## src/rtl/fpctl_pkg.sv

```systemverilog
package fpctl_pkg;

   localparam int WORD_W   = 32;
   localparam int FLAG_W   = 5;
   localparam int RM_W     = 3;
   localparam int ACC_W    = 3;
   localparam int FLAG_LSB = 0;
   localparam int RM_LSB   = FLAG_LSB + FLAG_W;
   localparam int ACC_LSB  = RM_LSB + RM_W;
   localparam int LIVE_W   = ACC_LSB + ACC_W;
   localparam int NUM_TIERS = 4;

   typedef enum logic [1:0] {
      CSR_READ  = 2'b00,
      CSR_WRITE = 2'b01,
      CSR_SET   = 2'b10,
      CSR_CLEAR = 2'b11
   } csr_op_e;

   localparam logic [RM_W-1:0] RM_DYNAMIC   = 3'b111;
   localparam logic [RM_W-1:0] RM_FIRST_BAD = 3'b101;

   function automatic logic [ACC_W-1:0] tier_code(input int t);
      return ACC_W'(t * 2);
   endfunction

endpackage

```

## src/rtl/fpctl_csr_update.sv

```systemverilog
module fpctl_csr_update
   import fpctl_pkg::*;
(
   input  logic [LIVE_W-1:0] cur_word,
   input  logic              csr_en,
   input  logic [1:0]        csr_op,
   input  logic              csr_view,
   input  logic [LIVE_W-1:0] wr_live,
   output logic [LIVE_W-1:0] nxt_word,
   output logic [WORD_W-1:0] rd_word
);

   localparam logic [LIVE_W-1:0] RM_FIELD   = LIVE_W'({RM_W{1'b1}}) << RM_LSB;
   localparam logic [LIVE_W-1:0] LIVE_FIELD = {LIVE_W{1'b1}};

   logic [LIVE_W-1:0] aff_mask;
   logic [LIVE_W-1:0] operand;
   logic [LIVE_W-1:0] hit;
   csr_op_e           op;

   assign op       = csr_op_e'(csr_op);
   assign aff_mask = csr_view ? RM_FIELD : LIVE_FIELD;
   assign operand  = csr_view ? (LIVE_W'(wr_live[RM_W-1:0]) << RM_LSB) : wr_live;
   assign hit      = operand & aff_mask;

   always_comb begin
      nxt_word = cur_word;
      if (csr_en) begin
         unique case (op)
            CSR_WRITE: nxt_word = (cur_word & ~aff_mask) | hit;
            CSR_SET:   nxt_word = cur_word | hit;
            CSR_CLEAR: nxt_word = cur_word & ~hit;
            default:   nxt_word = cur_word;
         endcase
      end
   end

   always_comb begin
      if (csr_view)
         rd_word = WORD_W'(cur_word[RM_LSB +: RM_W]);
      else
         rd_word = WORD_W'(cur_word);
   end

endmodule

```

## src/rtl/fpctl_word_reg.sv

```systemverilog
module fpctl_word_reg
   import fpctl_pkg::*;
(
   input  logic              clk,
   input  logic              rst_n,
   input  logic [LIVE_W-1:0] nxt_word,
   input  logic              fp_done,
   input  logic [FLAG_W-1:0] fp_flags,
   output logic [LIVE_W-1:0] cur_word
);

   logic [LIVE_W-1:0] flag_or;

   assign flag_or = fp_done ? (LIVE_W'(fp_flags) << FLAG_LSB) : '0;

   always_ff @(posedge clk or negedge rst_n) begin
      if (!rst_n)
         cur_word <= '0;
      else
         cur_word <= nxt_word | flag_or;
   end

endmodule

```

## src/rtl/fpctl_issue_check.sv

```systemverilog
module fpctl_issue_check
   import fpctl_pkg::*;
#(
   parameter int NUM_CLASS = 4,
   parameter int CLS_W     = 2,
   parameter logic [NUM_TIERS*NUM_CLASS-1:0] SUPPORT_MASK = '1
) (
   input  logic [RM_W-1:0]  stored_rm,
   input  logic [ACC_W-1:0] stored_acc,
   input  logic             iss_valid,
   input  logic [RM_W-1:0]  iss_rm,
   input  logic [CLS_W-1:0] iss_cls,
   output logic [RM_W-1:0]  eff_rm,
   output logic [ACC_W-1:0] eff_acc,
   output logic             iss_illegal
);

   logic [NUM_TIERS-1:0] tier_ok;
   logic                 cls_in_range;
   logic                 acc_ok;
   logic                 dyn_sel;
   logic                 rm_bad;

   assign cls_in_range = (32'(iss_cls) < NUM_CLASS);

   for (genvar t = 0; t < NUM_TIERS; t++) begin : g_tier
      logic [NUM_CLASS-1:0] row;
      assign row        = SUPPORT_MASK[t*NUM_CLASS +: NUM_CLASS];
      assign tier_ok[t] = (stored_acc == tier_code(t)) && cls_in_range && row[iss_cls];
   end

   assign acc_ok      = |tier_ok;
   assign dyn_sel     = (iss_rm == RM_DYNAMIC);
   assign rm_bad      = dyn_sel && (stored_rm >= RM_FIRST_BAD);
   assign eff_rm      = dyn_sel ? stored_rm : iss_rm;
   assign eff_acc     = stored_acc;
   assign iss_illegal = iss_valid && (rm_bad || !acc_ok);

endmodule

```

## src/rtl/fpctl_acc_top.sv

```systemverilog
module fpctl_acc_top
   import fpctl_pkg::*;
#(
   parameter int NUM_CLASS = 4,
   parameter int CLS_W     = (NUM_CLASS > 1) ? $clog2(NUM_CLASS) : 1,
   parameter logic [NUM_TIERS*NUM_CLASS-1:0] SUPPORT_MASK = 16'h3F7F
) (
   input  logic              clk,
   input  logic              rst_n,
   input  logic              csr_en,
   input  logic [1:0]        csr_op,
   input  logic              csr_view,
   input  logic [31:0]       csr_wdata,
   output logic [31:0]       csr_rdata,
   input  logic              fp_done,
   input  logic [4:0]        fp_flags,
   input  logic              iss_valid,
   input  logic [2:0]        iss_rm,
   input  logic [CLS_W-1:0]  iss_cls,
   output logic [2:0]        eff_rm,
   output logic [2:0]        eff_acc,
   output logic              iss_illegal
);

   if (LIVE_W > WORD_W) begin : g_bad_layout
      $error("control word fields exceed the word width");
   end
   if (NUM_CLASS < 1) begin : g_bad_classes
      $error("NUM_CLASS must be at least one");
   end
   if ((1 << CLS_W) < NUM_CLASS) begin : g_bad_cls_w
      $error("CLS_W too narrow for NUM_CLASS");
   end

   logic [LIVE_W-1:0] cur_word;
   logic [LIVE_W-1:0] nxt_word;
   logic              resv_wr_unused;

   assign resv_wr_unused = ^csr_wdata[WORD_W-1:LIVE_W];

   fpctl_csr_update u_upd (
      .cur_word (cur_word),
      .csr_en   (csr_en),
      .csr_op   (csr_op),
      .csr_view (csr_view),
      .wr_live  (csr_wdata[LIVE_W-1:0]),
      .nxt_word (nxt_word),
      .rd_word  (csr_rdata)
   );

   fpctl_word_reg u_reg (
      .clk      (clk),
      .rst_n    (rst_n),
      .nxt_word (nxt_word),
      .fp_done  (fp_done),
      .fp_flags (fp_flags),
      .cur_word (cur_word)
   );

   fpctl_issue_check #(
      .NUM_CLASS    (NUM_CLASS),
      .CLS_W        (CLS_W),
      .SUPPORT_MASK (SUPPORT_MASK)
   ) u_iss (
      .stored_rm   (cur_word[RM_LSB +: RM_W]),
      .stored_acc  (cur_word[ACC_LSB +: ACC_W]),
      .iss_valid   (iss_valid),
      .iss_rm      (iss_rm),
      .iss_cls     (iss_cls),
      .eff_rm      (eff_rm),
      .eff_acc     (eff_acc),
      .iss_illegal (iss_illegal)
   );

endmodule

```

## config.mk

```make
export PLATFORM = sky130hd
export DESIGN_NAME = fpctl_acc_top
export DESIGN_NICKNAME = d
export VERILOG_FILES = /design/src/rtl/fpctl_pkg.sv /design/src/rtl/fpctl_csr_update.sv /design/src/rtl/fpctl_word_reg.sv /design/src/rtl/fpctl_issue_check.sv /design/src/rtl/fpctl_acc_top.sv
export SDC_FILE = /design/constraint.sdc
export NUM_CORES = 1
export LEC_CHECK = 0
export ABC_AREA = 1
export ABC_CLOCK_PERIOD_IN_PS = 1100
export BUFFER_PORTS_ARGS = -buffer_cell sky130_fd_sc_hd__buf_4
export CAP_MARGIN = 30
export CORE_MARGIN = 5
export CORE_UTILIZATION = 40
export CTS_CLUSTER_DIAMETER = 80
export DETAILED_ROUTE_END_ITERATION = 10
export PLACE_DENSITY_LB_ADDON = 0.08
export SYNTH_ARGS = -nofsm -noshare
export SYNTH_HDL_FRONTEND = slang
export SYNTH_SLANG_ARGS = --single-unit
export TNS_END_PERCENT = 20
```

## constraint.sdc

```tcl
create_clock -name clk -period 1.1 [get_ports clk]
set_clock_uncertainty 0.1 [all_clocks]
set_input_delay 0.055 -clock clk [delete_from_list [all_inputs] [get_ports clk]]
set_output_delay 0.055 -clock clk [all_outputs]
set_load 0.005 [all_outputs]
```

Yosys cells after proc, flatten, opt, wreduce, memory -nomap -nowiden:

Index checks and enable logic that the tools add are counted.

* bits in registers: 11
* bits of input ports: 50
* output and inout bits: 39
* logic and storage cells: 41

* magnitude comparators: 2
* equal/unequal tests: 7
* mux-type cells: 13
* bitwise operators: 8
* reduce and logical (&&, ||, !) cells: 10

Operator list (count)
* 11-bit two-way mux: 4
* 11-bit bitwise AND: 3
* 11-bit bitwise OR: 3
* 11-bit one-hot mux with 3 select lines: 1
* 11-bit NOT: 2
* 3-bit equality test (second input constant): 3
* 1-bit binary-select mux with 2-bit select: 3
* 1-bit logical AND: 6
* 5-bit two-way mux: 1
* 2-bit equality test (second input constant): 2
* 4-bit OR reduction: 1
* 3-bit by 2-bit equality test with 1-bit output (second input constant): 1
* 3-bit >= comparator (second input constant): 1
* 3-bit logical NOT: 1
* 2-bit by 3-bit < comparator with 1-bit output (second input constant): 1
* 1-bit two-way mux: 3
* 3-bit two-way mux: 1
* 2-bit by 1-bit equality test with 1-bit output (second input constant): 1
* 1-bit logical NOT: 1
* 1-bit logical OR: 1

Longest topological paths before layout:

Gate-level depths: netlist of the first run.

* depth in word-level cells: 7
* gate-level depth with buffers: 8
* gate-level depth less buffers: 8

Modules after synthesis:

From an unflattened synthesis of the first run, not the netlist that was laid out.

* cell total of the unflattened synthesis: 202
* area, all modules: 1237.4 um^2

Modules (own cells, without submodules)
* fpctl_csr_update: instances 1, cells each 155, area each 802.0 um^2, sequential area each 0.0 um^2
* fpctl_word_reg: instances 1, cells each 26, area each 331.6 um^2, sequential area each 275.3 um^2
* fpctl_issue_check: instances 1, cells each 21, area each 103.8 um^2, sequential area each 0.0 um^2

Worst setup path before layout of the first run:

No wires, ideal clock.

* kind: input to register
* from: input port csr_op[0]
* to: register u_reg.cur_word[10]
* data arrival time: 944 ps
* required time: 931 ps
* path slack: -13 ps
* stages on the path: 6
* path through: inv_1 ha_1 buf_6 nor3b_4 nand2_1 nand3_1

* longest elaborated chain between the ends: 4
* elaborated cells between the ends (all ways): 6
* classes of those cells: eq/ne: 3; mux: 2; bitwise: 1

RTL lines
* from (decl): RTL line fpctl_acc_top.sv:11 `input logic [1:0] csr_op,`
* 2-bit equality test or 2-bit by 1-bit equality test with 1-bit output (tied branches): RTL line fpctl_csr_update.sv:29 `unique case (op)`
* 11-bit one-hot mux with 3 select lines *: RTL line fpctl_csr_update.sv:29
* 11-bit two-way mux *: RTL line fpctl_csr_update.sv:28 `if (csr_en) begin`
* 11-bit bitwise OR *: RTL line fpctl_word_reg.sv:20 `cur_word <= nxt_word | flag_or;`
* to (signal assigned): RTL line fpctl_word_reg.sv:20
* to (decl): RTL line fpctl_word_reg.sv:9 `output logic [LIVE_W-1:0] cur_word`

Every way passes the cells marked *; elsewhere a longest branch is shown, timed or not.

Worst setup path in the final report of the first run:

* from: register u_reg.cur_word[9]
* to: output port csr_rdata[9]

* longest elaborated chain between the ends: 1

RTL lines
* 11-bit two-way mux: RTL line fpctl_csr_update.sv:39 `if (csr_view)`
* to (decl): RTL line fpctl_acc_top.sv:14 `output logic [31:0] csr_rdata,`

Every way passes these cells.

==> flow_summary.toml, run 1 <==
[run_status]
status = "complete, but fails checks"
violations = "negative setup slack"

[hold_path]
holdPathEnd = "u_reg.cur_word[5]$_DFFE_PN0P_"
min_path_cells = 5
hold_path.class = "input pin to flop"
worstHoldStart = "csr_wdata[5]"

[worst_setup_path]
required_ns = 0.94
cpMaxStageDelayCell = "dfrtp_1"
r2r_cells = 7
cp.arrival_ns = 1.07
rr_startpoint = "u_reg.cur_word[7]$_DFFE_PN0P_"
startpoint_type = "flop"
rrSetupSlack_ns = 0.01
r2r-end = "u_reg.cur_word[7]$_DFFE_PN0P_"
crit_fanout = 4
max_stage_delay_ns = 0.39
criticalPathCategory = "flop to output port"
path_cells = "buf_6 > buf_6 > inv_2 > nor2_1 > buf_4"
endpoint_kind = "output port"
crit_top_cell = "buf_6"

[power_and_ir_drop]
power.switching_uw = 578
clkPwrFrac = 0.162
p_per_area_nw_per_um2 = 1040
combPwrFrac = 0.508
leakagePower_nw = 0.936
p_sw_frac = 0.347
ir_drop_mv = 0.884
internal-power_mw = 1.09
power.total_mw = 1.67
seq_power_share = 0.331

[global_routing]
grt_pass1_wl_mm = 4.85
met2_usage = 0.263
use_met1 = 0.163
grt_max_degree = 13
grt-busiest-layer = "met2"
antenna_found_initial = 0
grt_pass1_vias = 1166
grtUsageMet3 = 0.0568
overflow = 0
grt_usage = 0.146

[drt]
via_per_inst = 4.45
wire_per_inst_um = 10.9
route.vias.total = 1241
ant_nets = 0
drc = 0
wirelength_mm = 3.03
dr.pass1.iters = 4
drt_iter0_drc = 31

[floorplanning]
dieArea_sq_um = 4010
dieWidth_um = 63.3
row_count = 19
start_util = 0.416
ioPinCount = 89
die_y_um = 63.3
coreArea_sq_um = 2730

[sta]
worst_slack_ns = -0.129
post-route-period-util = 1.12
min_period_ns = 1.23
timing.final.hold_violations = 0
finalSetupViolations = 9
max_freq_mhz = 813
rsz0062_at_grt = "yes"
setup_tns_ns = -0.598
drv_slew = 0
fin_hold_ws_ns = 0.0194

[clock_tree]
clk_pin_slew_worst_paths_ns = 0.06
htreeDepth = 1
clock-sinks = 11
worstSkewPairLatency_ns = 0.26
clockBufferDepth = 2
cts_made_buffers = 3
cts_tree = "yes"
cts_root_buffer = "clkbuf_4"

[yosys]
synth-compound-area-share = 0.100
yosys_warnings = 0
ys_types = 19
synthMuxAreaShare = 0
avgSynthCellArea_sq_um = 6.15
ys_seq_area_frac = 0.242
synth_top_area_cell = "dfrtp_1"
synth_xor_area_frac = 0
yosys.area_share.simple = 0.344
ys_ff_latch = 11
yosysTopAreaCellShare = 0.242
synth_cells = 185
synthAdderAreaFrac = 0.0330
netlist_area_sq_um = 1140
synth_top_family_by_area = "simple AND/OR/NAND/NOR gates"
synth_area_leaders = "dfrtp_1 24%, buf_4 18%, nand2_1 17%, nor2_1 7.9%, inv_1 7.6%"

[placed_design]
dp_slack_ns = -0.175
hpwlAfterDp_mm = 2.42
placed_area_sq_um = 1450
routabilityCongestion = 0.870
numPortBuffers = 46
dpl.cell_count = 263

[final_layout]
nets = 302
final_common_cell = "buf_4"
final_core_util = 0.589
diodes = 0
fin_cells = 279
drive_above_1_share = 0.294
regMostFlops = "u_reg.cur_word"
area_growth_pct = 41.5
fin_area_sq_um = 1610
mostFrequentLayoutCells = "56 x buf_4, 51 x nand2_1, 24 x nor2_1"
reg_top3 = "u_reg.cur_word x11"
largest_reg_flops = 11
nFillCells = 281

[flow_run]
max_cap_viol_count = 0
==> cells in the mapped netlist <==
cell type / count
clkinv_1: 2
conb_1: 1
dfrtp_1: 11
o211ai_1: 1
o21ai_1: 11
nand3_1: 15
buf_6: 1
ha_1: 3
nand2_1: 52
inv_1: 23
nor3b_4: 1
nor2_1: 24
a21oi_1: 3
a21boi_1: 1
inv_2: 2
nor2_2: 2
a31oi_1: 3
buf_4: 27
o21ai_0: 2
==> how the worst max path moves through the flow <==
stage / slack (ns) / to / from
2_1_floorplan: -0.009 / u_reg.cur_word[8]$_DFFE_PN0P_ / csr_op[0]
3_3_place_gp: -0.14 / u_reg.cur_word[8]$_DFFE_PN0P_ / csr_op[0]
3_5_place_dp: -0.18 / u_reg.cur_word[3]$_DFF_PN0_ / csr_op[0]
4_1_cts: -0.15 / iss_illegal / u_reg.cur_word[10]$_DFFE_PN0P_
5_1_grt: -0.22 / iss_illegal / u_reg.cur_word[10]$_DFFE_PN0P_
6_report: -0.13 / csr_rdata[9] / u_reg.cur_word[9]$_DFFE_PN0P_
==> what timing repair did <==
item	CTS	global route
hold buffers	7	0
setup buffers	4	1
pin swaps	4	4
gates resized for setup	4	5
setup endpoints to repair	13	18
hold endpoints to repair	16	0
==> worst max-delay path: cells and delay by family (launching register included) <==
family,cells,cell delay [ns]
buffers and inverters,4,0.40
DFF,1,0.39
and+or+nand+nor,1,0.03
==> power by group through the flow <==
stage / clock network, mW / logic, mW / registers, mW
finish: 0.269 / 0.846 / 0.551
global route: 0.294 / 0.944 / 0.564
CTS: 0.283 / 0.801 / 0.551
detailed placement: 0 / 0.725 / 0.566
global placement: 0 / 0.712 / 0.562
floorplan: 0 / 0.450 / 0.560
==> per-layer routing <==
layer | share of wire | routed length (um) | up-vias
met1 | 0.41 | 1250 | 539
met3 | 0.10 | 315 | 4
met5 | 0 | 0 | -
met2 | 0.48 | 1450 | 49
met4 | 0.0053 | 16 | 0
li1 | - | - | 649
==> logic make-up (layout without fill, tap and decap cells) <==
logic type | after synthesis | count (layout)
buf+inv | 55 | 98
other cells | 1 | 21
fa+ha+maj | 3 | 3
compound gates | 21 | 21
simple gates | 94 | 94
flops | 11 | 11
==> layout make-up <==
class / instances / area, sq um / area share
Multi-Input combinational cell: 139 / 632 / 0.393
Inverter: 27 / 101 / 0.0630
Timing Repair Buffer: 67 / 536 / 0.333
Sequential cell: 11 / 275 / 0.171
Tap cell: 31 / 38.8 / 0.0241
Clock buffer: 4 / 26.3 / 0.0163
Power figures use the tool's default switching activity.
==> inputs of run 2 (changes only) <==
--- a/config.mk
+++ b/config.mk
@@ -13,6 +13,7 @@
 export CORE_UTILIZATION = 40
 export CTS_CLUSTER_DIAMETER = 80
 export DETAILED_ROUTE_END_ITERATION = 10
+export MAX_ROUTING_LAYER = met4
 export PLACE_DENSITY_LB_ADDON = 0.08
 export SYNTH_ARGS = -nofsm -noshare
 export SYNTH_HDL_FRONTEND = slang
==> flow_summary.toml, run 2 (same netlist as run 1, synthesis figures left out) <==
[run_status]
status = "complete, but fails checks"
violations = "negative setup slack"

[flow_run]
max_cap_viol_count = 0

[final_layout]
fin_cells = 279
mostFrequentLayoutCells = "56 x buf_4, 51 x nand2_1, 24 x nor2_1"
nFillCells = 281
final_common_cell = "buf_4"
regMostFlops = "u_reg.cur_word"
final_core_util = 0.589
drive_above_1_share = 0.294
reg_top3 = "u_reg.cur_word x11"
nets = 302
largest_reg_flops = 11
diodes = 0
area_growth_pct = 41.5
fin_area_sq_um = 1610

[global_routing]
antenna_found_initial = 0
grt_pass1_vias = 1166
overflow = 0
grt_max_degree = 13
grt_usage = 0.150
grt_pass1_wl_mm = 4.85

[drt]
wirelength_mm = 3.03
via_per_inst = 4.45
ant_nets = 0
wire_per_inst_um = 10.9
drt_iter0_drc = 31
drc = 0
dr.pass1.iters = 4
route.vias.total = 1241

[sta]
fin_hold_ws_ns = 0.0194
timing.final.hold_violations = 0
drv_slew = 0
rsz0062_at_grt = "yes"
worst_slack_ns = -0.129
max_freq_mhz = 813
min_period_ns = 1.23
post-route-period-util = 1.12
finalSetupViolations = 9

[placed_design]
routabilityCongestion = 0.884
numPortBuffers = 46
hpwlAfterDp_mm = 2.42
dpl.cell_count = 263
placed_area_sq_um = 1450

[hold_path]
worstHoldStart = "csr_wdata[5]"
holdPathEnd = "u_reg.cur_word[5]$_DFFE_PN0P_"
hold_path.class = "input pin to flop"
min_path_cells = 5

[clock_tree]
cts_made_buffers = 3
htreeDepth = 1
clk_pin_slew_worst_paths_ns = 0.06
cts_tree = "yes"
cts_root_buffer = "clkbuf_4"
clockBufferDepth = 2
worstSkewPairLatency_ns = 0.26
clock-sinks = 11

[power_and_ir_drop]
seq_power_share = 0.331
leakagePower_nw = 0.936
combPwrFrac = 0.508
ir_drop_mv = 0.884
clkPwrFrac = 0.162
power.switching_uw = 578
p_per_area_nw_per_um2 = 1040
power.total_mw = 1.67
internal-power_mw = 1.09
p_sw_frac = 0.347

[floorplanning]
dieArea_sq_um = 4010
dieWidth_um = 63.3
die_y_um = 63.3
start_util = 0.416
coreArea_sq_um = 2730
row_count = 19
ioPinCount = 89

[worst_setup_path]
endpoint_kind = "output port"
rr_startpoint = "u_reg.cur_word[7]$_DFFE_PN0P_"
cp.arrival_ns = 1.07
crit_fanout = 4
startpoint_type = "flop"
required_ns = 0.94
r2r_cells = 7
criticalPathCategory = "flop to output port"
rrSetupSlack_ns = 0.01
r2r-end = "u_reg.cur_word[7]$_DFFE_PN0P_"
run 2: cell counts in the layout (fill, tap and decap cells not counted):
No cell type changed its count.
run 2: worst max path at each step:
stage                                                to                           start  cells past startpoint
final                                      csr_rdata[9]   u_reg.cur_word[9]$_DFFE_PN0P_                      5
after global routing                        iss_illegal  u_reg.cur_word[10]$_DFFE_PN0P_                      5
after CTS                                   iss_illegal  u_reg.cur_word[10]$_DFFE_PN0P_                      5
after detailed placement    u_reg.cur_word[3]$_DFF_PN0_                       csr_op[0]                      6
after global placement    u_reg.cur_word[8]$_DFFE_PN0P_                       csr_op[0]                      6
after floorplan           u_reg.cur_word[8]$_DFFE_PN0P_                       csr_op[0]                      6
run 2: power by group through the flow:
stage / clock network [mW] / logic [mW] / registers, mW
2_1_floorplan: 0 / 0.450 / 0.560
3_3_place_gp: 0 / 0.712 / 0.562
3_5_place_dp: 0 / 0.725 / 0.566
4_1_cts: 0.283 / 0.801 / 0.551
5_1_grt: 0.294 / 0.944 / 0.564
6_report: 0.269 / 0.846 / 0.551
run 2: critical path, cell delays in order, from the launching register on:
cell and delay, ns:
dfrtp_1 0.39, buf_6 0.12, buf_6 0.11, inv_2 0.04, nor2_1 0.03, buf_4 0.13
run 2: stage by stage:
stage	TNS [ns]	setup WS, ns
global placement	-1.39	-0.144
CTS	-0.559	-0.153
global route	-1.41	-0.217
detailed placement	-1.65	-0.175
floorplan	-0.0457	-0.00920
finish	-0.598	-0.129
run 2: timing repair:
item                                   in CTS  in global routing
setup buffers                               4                  1
cloned                                      0                  0
setup endpoints to repair                  13                 18
pin swaps                                   4                  4
endpoints found under the hold margin      16                  0
resized for setup                           4                  5
hold buffers                                7                  0
run 2: final cells by class:
cell class | instances | area (sq um) | share of cell area
Multi-Input combinational cell | 139 | 632 | 0.393
Sequential cell | 11 | 275 | 0.171
Timing Repair Buffer | 67 | 536 | 0.333
Tap cell | 31 | 38.8 | 0.0241
Inverter | 27 | 101 | 0.0630
Clock buffer | 4 | 26.3 | 0.0163
run 2: metal layers:
| metal | share of wire | up-vias | track usage |
|---|---|---|---|
| met5 | 0 | - | - |
| met1 | 0.41 | 539 | 0.163 |
| met3 | 0.10 | 4 | 0.0568 |
| met4 | 0.0053 | 0 | 0.0260 |
| met2 | 0.48 | 49 | 0.263 |
| li1 | - | 649 | - |
==> inputs of run 3 (changes only) <==
--- a/config.mk
+++ b/config.mk
@@ -13,6 +13,7 @@
 export CORE_UTILIZATION = 40
 export CTS_CLUSTER_DIAMETER = 80
 export DETAILED_ROUTE_END_ITERATION = 10
+export GPL_TIMING_DRIVEN = 0
 export MAX_ROUTING_LAYER = met4
 export PLACE_DENSITY_LB_ADDON = 0.08
 export SYNTH_ARGS = -nofsm -noshare
==> flow_summary.toml, run 3 (same netlist as run 1, synthesis figures left out) <==
[run_status]
status = "complete, but fails checks"
violations = "negative setup slack"

[placed_design]
hpwlAfterDp_mm = 2.35
numPortBuffers = 46
routabilityCongestion = 0.876
dp_slack_ns = -0.323
placed_area_sq_um = 1600
dpl.cell_count = 282

[sta]
post-route-period-util = 1.15
min_period_ns = 1.26
finalSetupViolations = 15
worst_slack_ns = -0.163
max_freq_mhz = 792
drv_slew = 0
timing.final.hold_violations = 0
rsz0062_at_grt = "yes"

[worst_setup_path]
cp.arrival_ns = 1.11
crit_fanout = 4
required_ns = 0.94
startpoint_type = "flop"
criticalPathCategory = "flop to output port"
endpoint_kind = "output port"

[final_layout]
fin_cells = 301
mostFrequentLayoutCells = "73 x buf_4, 51 x nand2_1, 23 x nor2_1"
final_core_util = 0.665
drive_above_1_share = 0.370
diodes = 0
area_growth_pct = 59.7
fin_area_sq_um = 1820
nFillCells = 273
reg_top3 = "u_reg.cur_word x11"
largest_reg_flops = 11
nets = 324
regMostFlops = "u_reg.cur_word"
final_common_cell = "buf_4"

[clock_tree]
cts_tree = "yes"
cts_root_buffer = "clkbuf_4"
clk_pin_slew_worst_paths_ns = 0.07
cts_made_buffers = 3
htreeDepth = 1
worstSkewPairLatency_ns = 0.27
clock-sinks = 11
clockBufferDepth = 2

[power_and_ir_drop]
p_per_area_nw_per_um2 = 1010
ir_drop_mv = 0.956
leakagePower_nw = 1.06

[global_routing]
grt_usage = 0.151
grt_pass1_vias = 1133
grt_max_degree = 12
overflow = 0
antenna_found_initial = 0
grt_pass1_wl_mm = 4.92

[floorplanning]
dieWidth_um = 63.3
die_y_um = 63.3
row_count = 19
start_util = 0.416
coreArea_sq_um = 2730
dieArea_sq_um = 4010
ioPinCount = 89

[drt]
drt_iter0_drc = 40
ant_nets = 0
drc = 0
via_per_inst = 4.26
wirelength_mm = 3.04
dr.pass1.iters = 4
route.vias.total = 1281
wire_per_inst_um = 10.1

[flow_run]
max_cap_viol_count = 0

[hold_path]
hold_path.class = "input pin to flop"
==> run 3: cell count changes in the layout (fill, tap and decap cells not counted) <==
cell,before,now
inv_1,21,18
inv_2,4,7
ha_4,0,1
buf_12,0,1
nor2_2,2,3
buf_6,4,8
nor2_1,24,23
buf_4,56,73
ha_1,3,2
==> run 3: final cells by class <==
type                            count  area, sq um  share of cell area
Sequential cell                    11          275               0.152
Clock buffer                        4         26.3              0.0145
Tap cell                           31         38.8              0.0213
Timing Repair Buffer               61          507               0.279
Multi-Input combinational cell    139          647               0.356
Inverter                           27          101              0.0558
Buffer                             28          221               0.122
==> run 3: metrics by stage <==
step / TNS, ns / hold slack, ns / total power [mW]
global route: -1.87 / 0.0398 / 1.98
CTS: -0.804 / 0.0110 / 1.80
finish: -0.980 / 0.0109 / 1.83
floorplan: -0.0457 / -0.341 / 1.01
global placement: -2.93 / -0.201 / 1.34
detailed placement: -3.05 / -0.200 / 1.35
==> run 3: worst paths after layout <==
check | start | to | slack (ns) | cells after the start
setup / recovery | u_reg.cur_word[10]$_DFFE_PN0P_ | eff_acc[2] | -0.16 | 4
hold / removal | csr_wdata[10] | u_reg.cur_word[10]$_DFFE_PN0P_ | 0.01 | 5
setup reg to reg | u_reg.cur_word[6]$_DFFE_PN0P_ | u_reg.cur_word[6]$_DFFE_PN0P_ | -0.02 | 6
hold reg to reg | u_reg.cur_word[1]$_DFF_PN0_ | u_reg.cur_word[1]$_DFF_PN0_ | 0.40 | 2
max in group asynchronous | rst_n | u_reg.cur_word[7]$_DFFE_PN0P_ | 0.71 | 2
min in group asynchronous | rst_n | u_reg.cur_word[3]$_DFF_PN0_ | 0.04 | 2
==> run 3: timing repair <==
action,CTS,global route
gates resized for setup,13,4
hold buffers,7,0
hold endpoints to repair,16,0
setup buffers,5,3
pin swaps,3,3
endpoints found under the setup margin,21,29
==> run 3: routing by layer <==
metal  vias up  track usage  part of all wire
met5         -            -                 0
met4         0       0.0234            0.0079
met3         4       0.0639              0.11
met2        55        0.255              0.47
met1       527        0.169              0.41
li1        695            -                 -
==> run 3: where the power goes <==
group	internal (mW)	switching (mW)	leakage (nW)	total, mW
registers	0.487	0.0649	0.128	0.551
clock network	0.141	0.143	0.0150	0.283
logic	0.586	0.413	0.919	0.999
total	1.21	0.621	1.06	1.83
==> run 3: critical path, cell delays in order, from the launching register on <==
cell,delay (ns)
dfrtp_1,0.38
buf_4,0.14
buf_6,0.12
buf_6,0.10
buf_6,0.10
